File: src/rtl/secded_pkg.sv
package secded_pkg;
  localparam int DATA_W = 64;
  localparam int CHK_W  = 8;
  localparam int CODE_W = DATA_W + CHK_W;

  // Column of data bit idx: odd-weight values (3, then 5, ...) in ascending order.
  function automatic logic [CHK_W-1:0] col_of(input int idx);
    logic [CHK_W-1:0] r;
    logic [CHK_W-1:0] v;
    int n;
    r = '0;
    n = 0;
    for (int w = 3; w <= CHK_W; w += 2) begin
      for (int k = 0; k < (1 << CHK_W); k++) begin
        v = k[CHK_W-1:0];
        if ($countones(v) == w) begin
          if (n == idx) r = v;
          n++;
        end
      end
    end
    return r;
  endfunction

  // Data bits feeding check bit j.
  function automatic logic [DATA_W-1:0] row_of(input int j);
    logic [DATA_W-1:0] m;
    logic [CHK_W-1:0]  c;
    m = '0;
    for (int i = 0; i < DATA_W; i++) begin
      c = col_of(i);
      m[i] = c[j];
    end
    return m;
  endfunction
endpackage

File: src/rtl/secded_encoder.sv
module secded_encoder
  import secded_pkg::*;
#(
  parameter int DW = DATA_W,
  parameter int CW = CHK_W
) (
  input  logic [DW-1:0] data,
  output logic [CW-1:0] chk
);
  for (genvar j = 0; j < CW; j++) begin : g_row
    localparam logic [DW-1:0] ROW = row_of(j);
    assign chk[j] = ^(data & ROW);
  end
endmodule

File: src/rtl/secded_decoder.sv
module secded_decoder
  import secded_pkg::*;
#(
  parameter int DW = DATA_W,
  parameter int CW = CHK_W
) (
  input  logic [CW-1:0] syn,
  output logic [DW-1:0] flip,
  output logic          fixable,
  output logic          fatal
);
  logic chk_hit;

  for (genvar i = 0; i < DW; i++) begin : g_col
    localparam logic [CW-1:0] COL = col_of(i);
    assign flip[i] = (syn == COL);
  end

  assign chk_hit = $onehot(syn);
  assign fixable = (|flip) | chk_hit;
  assign fatal   = (|syn) & ~fixable;
endmodule

File: src/rtl/secded_unit.sv
module secded_unit
  import secded_pkg::*;
#(
  parameter int DW = DATA_W,
  parameter int CW = CHK_W
) (
  input  logic          clk,
  input  logic          rst,
  input  logic          wr_en,
  input  logic [DW-1:0] wr_data,
  output logic          mem_wr_en,
  output logic [DW-1:0] mem_wr_data,
  output logic [CW-1:0] mem_wr_chk,
  input  logic          mem_rd_valid,
  input  logic [DW-1:0] mem_rd_data,
  input  logic [CW-1:0] mem_rd_chk,
  output logic          rsp_valid,
  output logic [DW-1:0] rsp_data,
  output logic          single_err,
  output logic          double_err
);
  // ---------------- write path ----------------
  logic [CW-1:0] wr_chk;

  secded_encoder #(.DW(DW), .CW(CW)) u_wr_enc (.data(wr_data), .chk(wr_chk));

  always_ff @(posedge clk) begin
    if (rst) begin
      mem_wr_en   <= 1'b0;
      mem_wr_data <= '0;
      mem_wr_chk  <= '0;
    end else begin
      mem_wr_en <= wr_en;
      if (wr_en) begin
        mem_wr_data <= wr_data;
        mem_wr_chk  <= wr_chk;
      end
    end
  end

  // ---------------- read path: capture ----------------
  logic          rd_vld_q;
  logic [DW-1:0] rd_data_q;
  logic [CW-1:0] rd_chk_q;

  always_ff @(posedge clk) begin
    if (rst) begin
      rd_vld_q  <= 1'b0;
      rd_data_q <= '0;
      rd_chk_q  <= '0;
    end else begin
      rd_vld_q <= mem_rd_valid;
      if (mem_rd_valid) begin
        rd_data_q <= mem_rd_data;
        rd_chk_q  <= mem_rd_chk;
      end
    end
  end

  // ---------------- read path: syndrome and correction ----------------
  logic [CW-1:0] re_chk;
  logic [CW-1:0] syn;
  logic [DW-1:0] flip;
  logic          fixable;
  logic          fatal;

  secded_encoder #(.DW(DW), .CW(CW)) u_rd_enc (.data(rd_data_q), .chk(re_chk));
  assign syn = re_chk ^ rd_chk_q;
  secded_decoder #(.DW(DW), .CW(CW)) u_dec (
    .syn(syn), .flip(flip), .fixable(fixable), .fatal(fatal)
  );

  always_ff @(posedge clk) begin
    if (rst) begin
      rsp_valid  <= 1'b0;
      rsp_data   <= '0;
      single_err <= 1'b0;
      double_err <= 1'b0;
    end else begin
      rsp_valid  <= rd_vld_q;
      single_err <= rd_vld_q & fixable;
      double_err <= rd_vld_q & fatal;
      if (rd_vld_q) rsp_data <= fatal ? rd_data_q : (rd_data_q ^ flip);
    end
  end

  // ---------------- assertions ----------------
  assert_wr_pass_R2: assert property (@(posedge clk) disable iff (rst)
    wr_en |=> mem_wr_en && mem_wr_data == $past(wr_data));

  assert_rsp_timing_R3: assert property (@(posedge clk) disable iff (rst)
    rsp_valid == $past(rd_vld_q));

  assert_clean_pass_R4: assert property (@(posedge clk) disable iff (rst)
    rsp_valid && !single_err && !double_err |-> rsp_data == $past(rd_data_q));

  assert_single_odd_R5: assert property (@(posedge clk) disable iff (rst)
    rsp_valid && single_err |-> ^$past(syn));

  assert_even_double_R7: assert property (@(posedge clk) disable iff (rst)
    rd_vld_q && (syn != '0) && !(^syn) |=> double_err && !single_err);

  assert_uncorr_keep_R8: assert property (@(posedge clk) disable iff (rst)
    rsp_valid && double_err |-> rsp_data == $past(rd_data_q));

  assert_flags_excl_R10: assert property (@(posedge clk) disable iff (rst)
    !(single_err && double_err));

  assert_idle_quiet_R10: assert property (@(posedge clk) disable iff (rst)
    !rsp_valid |-> !single_err && !double_err);
endmodule

File: config.mk
export PLATFORM = sky130hd
export DESIGN_NAME = secded_unit
export DESIGN_NICKNAME = d
export VERILOG_FILES = /design/src/rtl/secded_pkg.sv /design/src/rtl/secded_encoder.sv /design/src/rtl/secded_decoder.sv /design/src/rtl/secded_unit.sv
export SDC_FILE = /design/constraint.sdc
export NUM_CORES = 1
export LEC_CHECK = 0
export BUFFER_PORTS_ARGS = -buffer_cell sky130_fd_sc_hd__buf_2
export CORE_UTILIZATION = 59
export DETAILED_ROUTE_END_ITERATION = 12
export HOLD_SLACK_MARGIN = 0.12
export MAX_ROUTING_LAYER = met4
export PLACE_DENSITY = 0.93
export REMOVE_ABC_BUFFERS = 1
export SLEW_MARGIN = 20
export SYNTH_ARGS = -nofsm -noshare
export SYNTH_HDL_FRONTEND = slang
export SYNTH_SLANG_ARGS = --single-unit
File: constraint.sdc
create_clock -name clk -period 13.1 [get_ports clk]
set_clock_uncertainty 0.2 [all_clocks]
set_input_delay 1.31 -clock clk [delete_from_list [all_inputs] [get_ports clk]]
set_output_delay 1.31 -clock clk [all_outputs]
set_load 0.02 [all_outputs]
# Word level (Yosys, flattened, before mapping)
# Cells that the tools add are included.
# totals
inputBits	140
ff_bits	213
word_cells	108
# classes
add_sub_neg	7
mux	1
n_eq_ne	65
reduce_logical	18
n_bitwise	7
# op_table
operator	count
parity 64 bit	16
== test 8 bit (second input constant)	21
== test 8 x 7 -> 1 bit (second input constant)	17
== test 8 x 6 -> 1 bit (second input constant)	15
two-way mux 64 bit	1
OR reduction 64 bit	1
XOR 64 bit	1
== test 8 x 5 -> 1 bit (second input constant)	7
== test 8 x 4 -> 1 bit (second input constant)	3
adder 4 bit	3
adder 1 x 1 -> 2 bit	4
== test 8 x 3 -> 1 bit (second input constant)	1
OR reduction 8 bit	1
XOR 8 bit	1
== test 4 x 1 -> 1 bit (second input constant)	1
AND 1 bit	3
NOT 1 bit	1
OR 1 bit	1

# Longest topological paths before layout
# Gate-level depths: netlist of the first run.
# depth
ltp_word	10
depth_mapped	21
depth_no_buf	21

# Cells and area by module
# From an unflattened synthesis of the first run, not the netlist that was laid out.
# hier_totals
hier_cells	1334
hier_area_um2	13223.9
# modules_own_cells
module	seq_area_each_um2	n_inst	area_per_inst_um2	cells_per_inst
secded_unit	4264.1	1	9341.5	908
secded_encoder	0.0	2	1331.3	110
secded_decoder	0.0	1	1219.9	206

# Worst setup path before layout of the first run
# No wires, ideal clock.
# synth_timing
kind	register to register
startpoint	register rd_data_q[42]
endpoint	register double_err
t_required_ns	12.797
setup_ns	0.103
setup_slack_ns	7.703
path_stages_with_launch	20
arrival_ns	5.093
period_less_slack_ns	5.397
path_cell_list	dfxtp_1 -> xor3_2 -> xnor3_1 -> xnor2_1 -> xnor2_1 -> xnor2_1 -> ha_1 -> inv_1 -> fa_1 -> inv_1 -> fa_1 -> ha_1 -> fa_1 -> or4b_2 -> o221ai_1 -> a221oi_1 -> o211ai_1 -> a211oi_1 -> o2111ai_1 -> a2111oi_2
# synth_via
elab_chain_cells	10
word_cells_on_any_way	81
# synth_lines
element	line_no	text
from (decl)	secded_unit.sv:43	logic [DW-1:0] rd_data_q;
from (signal assigned)	secded_unit.sv:54	rd_data_q <= mem_rd_data;
parity 64 bit	secded_encoder.sv:12	assign chk[j] = ^(data & ROW);
XOR 8 bit (*)	secded_unit.sv:68	assign syn = re_chk ^ rd_chk_q;
adder 1 x 1 -> 2 bit (implied by the code)	secded_decoder.sv:19	assign chk_hit = $onehot(syn);
adder 4 bit (implied by the code) (2 in series)	secded_decoder.sv:19	
== test 4 x 1 -> 1 bit	secded_decoder.sv:19	
OR 1 bit	secded_decoder.sv:20	assign fixable = (|flip) | chk_hit;
NOT 1 bit	secded_decoder.sv:21	assign fatal = (|syn) & ~fixable;
AND 1 bit (*)	secded_decoder.sv:21	
AND 1 bit (*)	secded_unit.sv:82	double_err <= rd_vld_q & fatal;
to (signal assigned)	secded_unit.sv:82	
to (decl)	secded_unit.sv:20	output logic double_err
# Mark *: on every way between the ends. The rest lies on a longest branch, timed or not.
# A chain may end at the register's enable or synchronous reset.

# Final worst setup path of the first run
# Ends and elaborated chain as after synthesis.

==> results of run 1 <==
power breakdown:
group / total [mW] / internal, mW / switching, mW / leakage, nW
sequential: 0.744 / 0.699 / 0.0448 / 1.76
combinational: 1.89 / 0.699 / 1.19 / 4.05
clock: 0.686 / 0.416 / 0.269 / 0.387
total: 3.32 / 1.82 / 1.50 / 6.19
cell families after synthesis:
| kind of cell | share of synthesized area [%] |
|---|---|
| simple gates | 12.1 |
| xor+xnor | 25.6 |
| buf+inv | 3.84 |
| mux | 12.1 |
| fa+ha+maj | 2.28 |
| compound gates | 7.78 |
| flops | 36.3 |
routing by layer:
metal / vias up / GRT usage, % / part of all wire, %
li1: 4613 / - / -
met4: 0 / 15.5 / 4.2
met2: 496 / 60.1 / 50
met3: 113 / 6.00 / 8.0
met5: - / - / 0
met1: 4813 / 38.3 / 38
how the worst min path moves through the flow:
| stage | from | to | slack [ns] | cells after the start |
|---|---|---|---|---|
| 3_5_place_dp | rsp_data[35] | rsp_data[35] | 0.27 | 2 |
| 4_1_cts | rsp_data[35] | rsp_data[35] | 0.28 | 2 |
| 6_report | rsp_data[35] | rsp_data[35] | 0.28 | 2 |
| 3_3_place_gp | mem_wr_chk[5] | mem_wr_chk[5] | 0.26 | 2 |
| 5_1_grt | rsp_data[36] | rsp_data[36] | 0.31 | 2 |
| 2_1_floorplan | rd_chk_q[0] | rd_chk_q[0] | 0.28 | 2 |
stage by stage:
stage	hold slack, ns	setup WS, ns	power, mW
floorplan	0.281	7.51	2.03
global placement	0.255	6.85	2.59
detailed placement	0.274	6.73	2.59
CTS	0.282	6.67	3.29
global route	0.306	6.24	3.53
finish	0.282	6.61	3.32
cells in the mapped netlist (15+ instances only):
library cell	instances
dfxtp_1	213
nor2_1	213
xnor2_1	201
mux2i_1	142
xor2_1	78
clkbuf_1	59
a211oi_1	49
nand3_1	36
nand2_1	30
o21ai_0	29
a311oi_1	20
or3_1	20
inv_1	16
ha_1	15
worst max-delay path, cell delays in order (launching register included):
cell and delay, ns:
dfxtp_1 0.44, xor3_2 0.50, xnor3_1 0.39, xnor2_1 0.15
xnor2_1 0.39, xnor2_1 0.24, ha_1 0.58, inv_1 0.17
fa_1 0.51, inv_1 0.05, fa_1 0.45, ha_1 0.21
fa_1 0.53, or4b_2 0.12, o221ai_1 0.09, a221oi_1 0.28
o211ai_1 0.15, a211oi_1 0.35, o2111ai_1 0.22, a2111oi_2 0.36
registers in the layout, indices dropped and copies added (netlist names):
signal and count:
rd_data_q 64, mem_wr_data 64, rsp_data 64, rsp_valid 1, double_err 1, mem_wr_en 1
rd_chk_q 8, mem_wr_chk 8, rd_vld_q 1, single_err 1
cell type report:
class	count	area, um^2	area share, %
sequential	213	4270	30.6
antenna	3	7.51	0.0539
inverter	17	63.8	0.458
clock buffer	34	677	4.86
timing repair buffer	283	1440	10.3
tap	265	332	2.38
clock inverter	7	116	0.836
multi-input combinational	916	7020	50.4
==> flow_metrics.py, run 1 <==
metrics = {
    "status": {
        "status": "complete, no violations",
    },
    "critical_path": {
        "critPathCaptureType": "flop",
        "reg2reg_from": "rd_data_q[42]",
        "reg2regPathDepth": 19,
        "reg2reg_slack_ns": 6.61,
        "crit_end": "double_err",
        "worst-path-max-fanout": 14,
        "crit_type": "flop to flop",
        "worstPathRequired_ns": 13.31,
        "worstPathArrival_ns": 6.70,
        "critPathLaunch": "rd_data_q[42]",
        "critPathLaunchType": "flop",
        "r2r_end": "double_err",
    },
    "sta": {
        "hold_viol": 0,
        "setup_tns_ns": 0,
        "slew_violations": 0,
        "rsz0062_at_grt": "no",
        "fin_crit_ns": 6.49,
        "setup_viol": 0,
        "max_slew_margin_pct": 35.1,
        "fmax_mhz": 154,
        "fin_crit_sh_pct": 49.5,
        "worst_pin_slew_ns": 0.947,
    },
    "clocking": {
        "cts_sinks": 213,
        "cts_inserted_buffers": 23,
        "cts.hold.buffers_added": 0,
        "post_cts_resized": 0,
        "cts.path.max_buffers": 3,
        "cts_root_buf": "clkbuf_16",
        "cts_tree": "done",
        "clkLatencyLatePin_ns": 0.52,
        "cts_htree_levels": 1,
        "path_clk_slew_ns": 0.06,
        "cts_setup_buffers": 0,
    },
    "synth": {
        "synth-edff-count": 0,
        "synth_flop_cell": "dfxtp_1",
        "synth_seq_cells": 213,
        "avgSynthCellArea_um2": 9.60,
        "yosysTopAreaCell": "dfxtp_1",
        "ys_seq_area_share_pct": 36.3,
        "synth_area_mm2": 0.0117,
        "synth_top_area_share_pct": 36.3,
        "synth_area_leaders": "dfxtp_1, xnor2_1, mux2i_1",
        "async_reset_ff_share_pct": 0,
        "yosysWarnings": 0,
        "ys_types": 58,
        "synthCells": 1223,
    },
    "global_route": {
        "grt_max_degree": 118,
        "overflow": 0,
        "grt_first_pass_wirelength_um": 52500,
        "track_usage_pct": 34.4,
        "grt_pass1_vias": 9688,
        "grt_antenna_before_repair": 3,
    },
    "drt": {
        "wire_per_inst_um": 20.2,
        "ant_nets": 0,
        "finalWirelength_um": 35100,
        "drt_pre_antenna_iters": 5,
        "vias_per_cell": 5.77,
        "vias": 10035,
        "drc": 0,
        "dr.first_iter.drc_count": 743,
    },
    "finish": {
        "area_growth_syn_to_layout_pct": 18.6,
        "fin_util_pct": 71.6,
        "final_common_cell": "buf_2",
        "design_area_mm2": 0.0139,
        "stdcell_count": 1738,
        "final_cell_mix": "buf_2, nor2_1, dfxtp_1",
        "fin_nets": 1613,
        "layout-drive-gt1-share_pct": 23.5,
        "fillers": 1381,
    },
    "place": {
        "dpl_cell_area_mm2": 0.0131,
        "numPortBuffers": 279,
        "dp_cells": 1694,
        "hpwlAfterDp_um": 25200,
        "finalWeightedCongestion": 0.981,
    },
    "die": {
        "die_x_um": 143,
        "die_h_um": 143,
        "initial_core_util_pct": 60.3,
        "rows": 51,
        "ios": 280,
        "dieArea_mm2": 0.0205,
        "design.core.area_mm2": 0.0195,
    },
    "worst_hold_path": {
        "min_path_type": "flop to flop",
    },
    "pwr": {
        "cellPowerDensity_mw_per_mm2": 238,
        "max-vdd-ir-drop_v": 0.000182,
        "p_leak_nw": 6.19,
    },
    "run": {
        "maxCapViolations": 0,
    },
}
Power figures use the tool's default switching activity.
==> run 2: changes to the inputs <==
- ABC_AREA: default -> 1
- CORE_UTILIZATION: 59 -> 56
- PLACE_DENSITY: 0.93 -> 0.88
- clock period: 13.1 -> 6.45 ns (I/O delays scaled with it)
==> flow_metrics.py, run 2 <==
metrics = {
    "status": {
        "status": "complete, no violations",
    },
    "synth": {
        "async_reset_ff_share_pct": 0,
        "ys_types": 36,
        "synth_area_leaders": "dfxtp_1, nand2_1, xor2_1",
        "yosysMostFrequentCell": "nand2_1",
        "yosysWarnings": 0,
        "synth_top_area_share_pct": 33.1,
        "synthCells": 1862,
        "yosysTopAreaCell": "dfxtp_1",
        "synth_area_mm2": 0.0129,
        "avgSynthCellArea_um2": 6.93,
        "synth_flop_cell": "dfxtp_1",
        "synth-edff-count": 0,
        "synthTopCellsByCount": "nand2_1, dfxtp_1, inv_1, nor2_1, o21ai_0",
        "ys_seq_area_share_pct": 33.1,
        "synth_seq_cells": 213,
    },
    "die": {
        "rows": 55,
        "die_h_um": 154,
        "dieArea_mm2": 0.0236,
        "die_x_um": 154,
        "design.core.area_mm2": 0.0226,
        "initial_core_util_pct": 57.0,
        "ios": 280,
    },
    "worst_hold_path": {
        "hold_start": "mem_rd_chk[7]",
        "min_path_type": "input pin to flop",
    },
    "global_route": {
        "overflow": 0,
        "grt_pass1_vias": 12286,
        "grt_antenna_before_repair": 0,
        "grt_max_degree": 99,
        "track_usage_pct": 35.0,
        "grt_first_pass_wirelength_um": 63700,
    },
    "sta": {
        "timing.hold.ws_ns": 0.132,
        "worst_pin_slew_ns": 0.865,
        "setup_viol": 0,
        "slew_violations": 0,
        "setup_tns_ns": 0,
        "rsz0062_at_grt": "no",
        "fmax_mhz": 184,
        "max_slew_margin_pct": 42.3,
        "fin_crit_sh_pct": 84.1,
        "hold_viol": 0,
        "fin_crit_ns": 5.42,
    },
    "finish": {
        "area_growth_syn_to_layout_pct": 18.1,
        "fillers": 1938,
        "diodes": 0,
        "top_regs": "mem_wr_data (64), rd_data_q (64), rsp_data (64)",
        "fin_nets": 2253,
        "design_area_mm2": 0.0152,
        "final_common_cell": "nand2_1",
        "final_cell_mix": "nand2_1, buf_2, dfxtp_1",
        "layout-drive-gt1-share_pct": 18.1,
    },
    "clocking": {
        "cts_htree_levels": 1,
        "cts_root_buf": "clkbuf_16",
        "clkLatencyLatePin_ns": 0.54,
        "cts_tree": "done",
        "cts.path.max_buffers": 3,
        "cts_inserted_buffers": 25,
        "path_clk_slew_ns": 0.06,
        "cts_sinks": 213,
    },
    "critical_path": {
        "crit_type": "flop to flop",
        "critPathLaunch": "rd_data_q[61]",
        "worst-path-max-fanout": 6,
        "reg2reg_from": "rd_data_q[61]",
        "worstPathArrival_ns": 5.70,
        "critPathCaptureType": "flop",
        "critPathLaunchType": "flop",
        "worstPathRequired_ns": 6.73,
    },
    "place": {
        "finalWeightedCongestion": 0.975,
        "numPortBuffers": 279,
        "dpl_cell_area_mm2": 0.0144,
        "hpwlAfterDp_um": 31100,
    },
    "pwr": {
        "max-vdd-ir-drop_v": 0.000297,
        "cellPowerDensity_mw_per_mm2": 367,
        "p_leak_nw": 7.85,
    },
    "drt": {
        "drc": 0,
        "wire_per_inst_um": 17.0,
        "dr.first_iter.drc_count": 911,
        "vias": 13024,
        "ant_nets": 0,
        "drt_pre_antenna_iters": 7,
        "vias_per_cell": 5.43,
        "finalWirelength_um": 40900,
    },
    "run": {
        "maxCapViolations": 0,
    },
}
-- run 2: final cells by class --
class / count / area [um^2] / area share (%)
Inverter: 224 / 847 / 5.56
Clock buffer: 34 / 729 / 4.79
Multi-Input combinational cell: 1343 / 7440 / 48.9
Timing Repair Buffer: 287 / 1460 / 9.58
Tap cell: 285 / 357 / 2.34
Sequential cell: 213 / 4270 / 28.0
Clock inverter: 12 / 128 / 0.838
-- run 2: power by group --
group	switching, mW	internal [mW]
sequential	0.0944	1.42
combinational	1.69	0.914
clock	0.593	0.875
total	2.38	3.21
-- run 2: logic make-up (layout without fill, tap and decap cells) --
| family | Yosys count | in the layout | share of synthesized area (%) |
|---|---|---|---|
| buf+inv | 306 | 557 | 9.24 |
| compound gates | 336 | 336 | 14.7 |
| xor+xnor | 256 | 256 | 17.4 |
| simple gates | 732 | 732 | 23.4 |
| fa+ha+maj | 19 | 19 | 2.08 |
| flops | 213 | 213 | 33.1 |
-- run 2: what timing repair did --
item / CTS / global route
endpoints found under the hold margin: 1 / 0
hold buffers: 1 / 0
setup buffers: 0 / 0
gates resized for setup: 0 / 0
-- run 2: layer usage --
metal | global-route usage [%] | wire length (um) | share of wire (%)
met3 | 5.19 | 2800 | 6.9
met2 | 61.2 | 20200 | 49
met4 | 10.7 | 1150 | 2.8
met1 | 41.4 | 16700 | 41
met5 | - | 0 | 0
-- run 2: critical path: stages, from the launching register on --
cell and delay (ns):
dfxtp_1 0.44, inv_2 0.08, nand2_2 0.08, nand2_2 0.08
xor2_1 0.18, xor2_1 0.20, xor2_1 0.27, xor2_1 0.25
xor2_1 0.28, inv_1 0.10, ha_1 0.29, inv_1 0.12
fa_1 0.41, inv_1 0.08, fa_1 0.42, ha_1 0.21
fa_1 0.53, nor2_1 0.04, nand3b_1 0.07, nand4_1 0.08
nor4_1 0.35, nand3_1 0.12, nor2_1 0.11, nand2_1 0.07
nor2_2 0.10, nand4_1 0.09, nor2_1 0.09
-- run 2: worst paths after layout --
check / to / slack, ns / depth (start not counted)
worst max-delay path: double_err / 1.03 / 26
worst min-delay path: rd_chk_q[7] / 0.13 / 3
worst max register to register: double_err / 1.03 / 26
worst min register to register: rd_chk_q[5] / 0.28 / 2
-- run 2: metrics by stage --
step / std cells / utilization, % / total power [mW] / worst slack [ns]
5_1_grt: 2398 / 67.3 / 5.96 / 0.694
3_5_place_dp: 2351 / 63.4 / 4.10 / 1.16
4_1_cts: 2398 / 67.3 / 5.57 / 1.12
2_1_floorplan: 1780 / - / 3.38 / 1.74
3_3_place_gp: 2351 / 63.4 / 4.04 / 1.27
6_report: 2398 / 67.3 / 5.59 / 1.03
==> run 3: changes to the inputs <==
- ABC_AREA: 1 -> 0
- CORE_UTILIZATION: 56 -> 49
- PLACE_DENSITY: 0.88 -> 0.83
- clock period: 6.45 -> 4.6 ns (I/O delays scaled with it)
==> flow_metrics.py, run 3 (synthesized netlist as in run 1, its figures left out) <==
metrics = {
    "clocking": {
        "cts_htree_levels": 1,
        "cts_tree": "done",
        "path_clk_slew_ns": 0.06,
        "cts_inserted_buffers": 24,
        "cts_sinks": 213,
        "cts.path.max_buffers": 3,
        "clkLatencyLatePin_ns": 0.53,
        "cts_root_buf": "clkbuf_16",
    },
    "global_route": {
        "grt_max_degree": 130,
        "grt_antenna_before_repair": 1,
        "grt_pass1_vias": 11490,
        "track_usage_pct": 35.0,
        "grt_first_pass_wirelength_um": 63800,
        "overflow": 0,
    },
    "finish": {
        "top_regs": "mem_wr_data (64), rd_data_q (64), rsp_data (64)",
        "ff_latch_area_mm2": 0.00428,
        "final_common_cell": "buf_2",
        "fin_nets": 1902,
        "multi_input_area_mm2": 0.00716,
        "fillers": 1520,
        "final_cell_mix": "buf_2, nor2_1, dfxtp_1",
        "layout-drive-gt1-share_pct": 29.9,
        "area_growth_syn_to_layout_pct": 42.3,
    },
    "sta": {
        "slew_violations": 0,
        "rsz0062_at_grt": "yes",
        "hold_viol": 0,
        "fin_crit_ns": 5.25,
        "timing.hold.ws_ns": 0.281,
        "max_slew_margin_pct": 35.0,
        "fin_crit_sh_pct": 114,
        "setup_viol": 2,
        "fmax_mhz": 191,
        "setup_ws_ns": -0.646,
        "worst_pin_slew_ns": 0.975,
    },
    "drt": {
        "drc": 0,
        "ant_nets": 0,
        "vias_per_cell": 5.49,
        "finalWirelength_um": 42600,
        "dr.first_iter.drc_count": 1074,
        "vias": 11428,
        "drt_pre_antenna_iters": 5,
        "wire_per_inst_um": 20.5,
    },
    "critical_path": {
        "critPathSlowestCell": "fa_1",
        "cpMostUsedCell": "fa_1",
        "critical_path.cell_chain": "xnor3_2, xnor3_1, xnor3_4, xnor2_2, inv_1, nor2_2, inv_1, fa_1, inv_2, fa_1, ha_2, fa_1, or4b_4, o221ai_2, a221oi_2, o211ai_1, a211oi_2, o2111ai_2, a2111oi_2",
        "worst-path-max-fanout": 2,
        "reg2regPathDepth": 19,
        "slowest_delay_ns": 0.50,
        "worstPathRequired_ns": 4.83,
        "worstPathArrival_ns": 5.47,
        "r2r_end": "double_err",
        "crit_end": "double_err",
        "critPathCaptureType": "flop",
        "path_delay_family": "adder cells",
        "crit_cells": 19,
        "reg2reg_from": "rd_data_q[47]",
        "crit_type": "flop to flop",
        "worst-path-buf-inv": 3,
        "critPathLaunchType": "flop",
        "reg2reg_slack_ns": -0.65,
        "critPathLaunch": "rd_data_q[47]",
    },
    "die": {
        "ios": 280,
        "design.core.area_mm2": 0.0235,
        "dieArea_mm2": 0.0246,
        "die_h_um": 157,
        "initial_core_util_pct": 50.0,
        "rows": 56,
        "die_x_um": 157,
    },
    "pwr": {
        "power.total_mw": 11.3,
        "p_leak_nw": 7.59,
        "max-vdd-ir-drop_v": 0.000743,
        "cellPowerDensity_mw_per_mm2": 677,
    },
    "worst_hold_path": {
        "hold_start": "rsp_data[12]",
        "min_path_type": "flop to flop",
    },
    "run": {
        "maxCapViolations": 0,
    },
    "status": {
        "violations": "negative setup slack",
        "status": "finished with violations",
    },
    "place": {
        "hpwlAfterDp_um": 27100,
        "finalWeightedCongestion": 0.953,
        "numPortBuffers": 279,
    },
}
run 3: cell types whose count changed in the layout (fill, tap and decap cells not counted), moves of 20 or more:
| cell | previous run | this run |
|---|---|---|
| nand2_1 | 407 | 29 |
| inv_1 | 208 | 13 |
| o21ai_0 | 178 | 29 |
| buf_4 | 7 | 155 |
| mux2i_1 | 0 | 142 |
| dlygate4sd3_1 | 1 | 136 |
| a21oi_1 | 94 | 5 |
| xnor2_1 | 124 | 194 |
| o221ai_1 | 54 | 0 |
| xor2_1 | 131 | 78 |
| a211oi_1 | 0 | 48 |
| nand3_1 | 65 | 36 |
| a311oi_1 | 0 | 20 |
| or3_1 | 0 | 20 |
run 3: cell type report:
type / count / share of cell area (%)
inverters: 17 / 0.412
diodes: 2 / 0.0300
repair buffers: 571 / 23.8
flip-flops and latches: 213 / 25.6
clock inverters: 8 / 0.756
clock buffers: 34 / 4.13
multi-input cells: 916 / 42.9
well taps: 319 / 2.39
run 3: through the flow:
step	area, um^2	setup WS [ns]	util [%]	instances	setup TNS, ns
after floorplan	11400	-0.993	-	1146	-1.89
after global placement	14200	-0.778	60.7	1883	-1.46
after detailed placement	14200	-0.938	60.7	1883	-1.76
after CTS	16700	-0.621	71.1	2078	-1.19
after global routing	16700	-0.790	71.2	2079	-1.54
final	16700	-0.646	71.2	2080	-1.26
run 3: per-layer routing:
metal	wire (um)	GRT usage [%]	vias to the layer above	part of all wire [%]
met1	15700	37.1	5419	37
met4	2350	18.9	0	5.5
met2	21300	61.5	655	50
li1	-	-	5173	-
met3	3180	6.54	181	7.5
met5	0	-	-	0
run 3: worst register-to-register path, stage by stage (launching register included):
cell and delay (ns):
dfxtp_2 0.34, xnor3_2 0.47, xnor3_1 0.36, xnor3_4 0.47, xnor2_2 0.20, inv_1 0.09
nor2_2 0.11, inv_1 0.06, fa_1 0.50, inv_2 0.04, fa_1 0.49, ha_2 0.20
fa_1 0.48, or4b_4 0.13, o221ai_2 0.09, a221oi_2 0.18, o211ai_1 0.13, a211oi_2 0.19
o2111ai_2 0.18, a2111oi_2 0.23
run 3: what timing repair did:
action | CTS | global route
buffers inserted | 18 | 0
hold buffers | 136 | 0
endpoints found under the setup margin | 2 | 2
gates resized for setup | 32 | 3
pin swaps | 32 | 2
hold endpoints to repair | 136 | 0
run 3: report_power, final:
group	internal (mW)	leakage, nW	switching (mW)
clock	1.21	0.388	0.810
combinational	3.19	5.44	3.99
sequential	1.99	1.76	0.108
run 3: worst min-delay path by stage:
stage / to / depth (start not counted)
finish: rsp_data[12] / 2
global route: rsp_data[56] / 2
CTS: mem_wr_chk[5] / 2
detailed placement: mem_wr_data[47] / 2
global placement: mem_wr_chk[5] / 2
floorplan: rd_chk_q[0] / 2
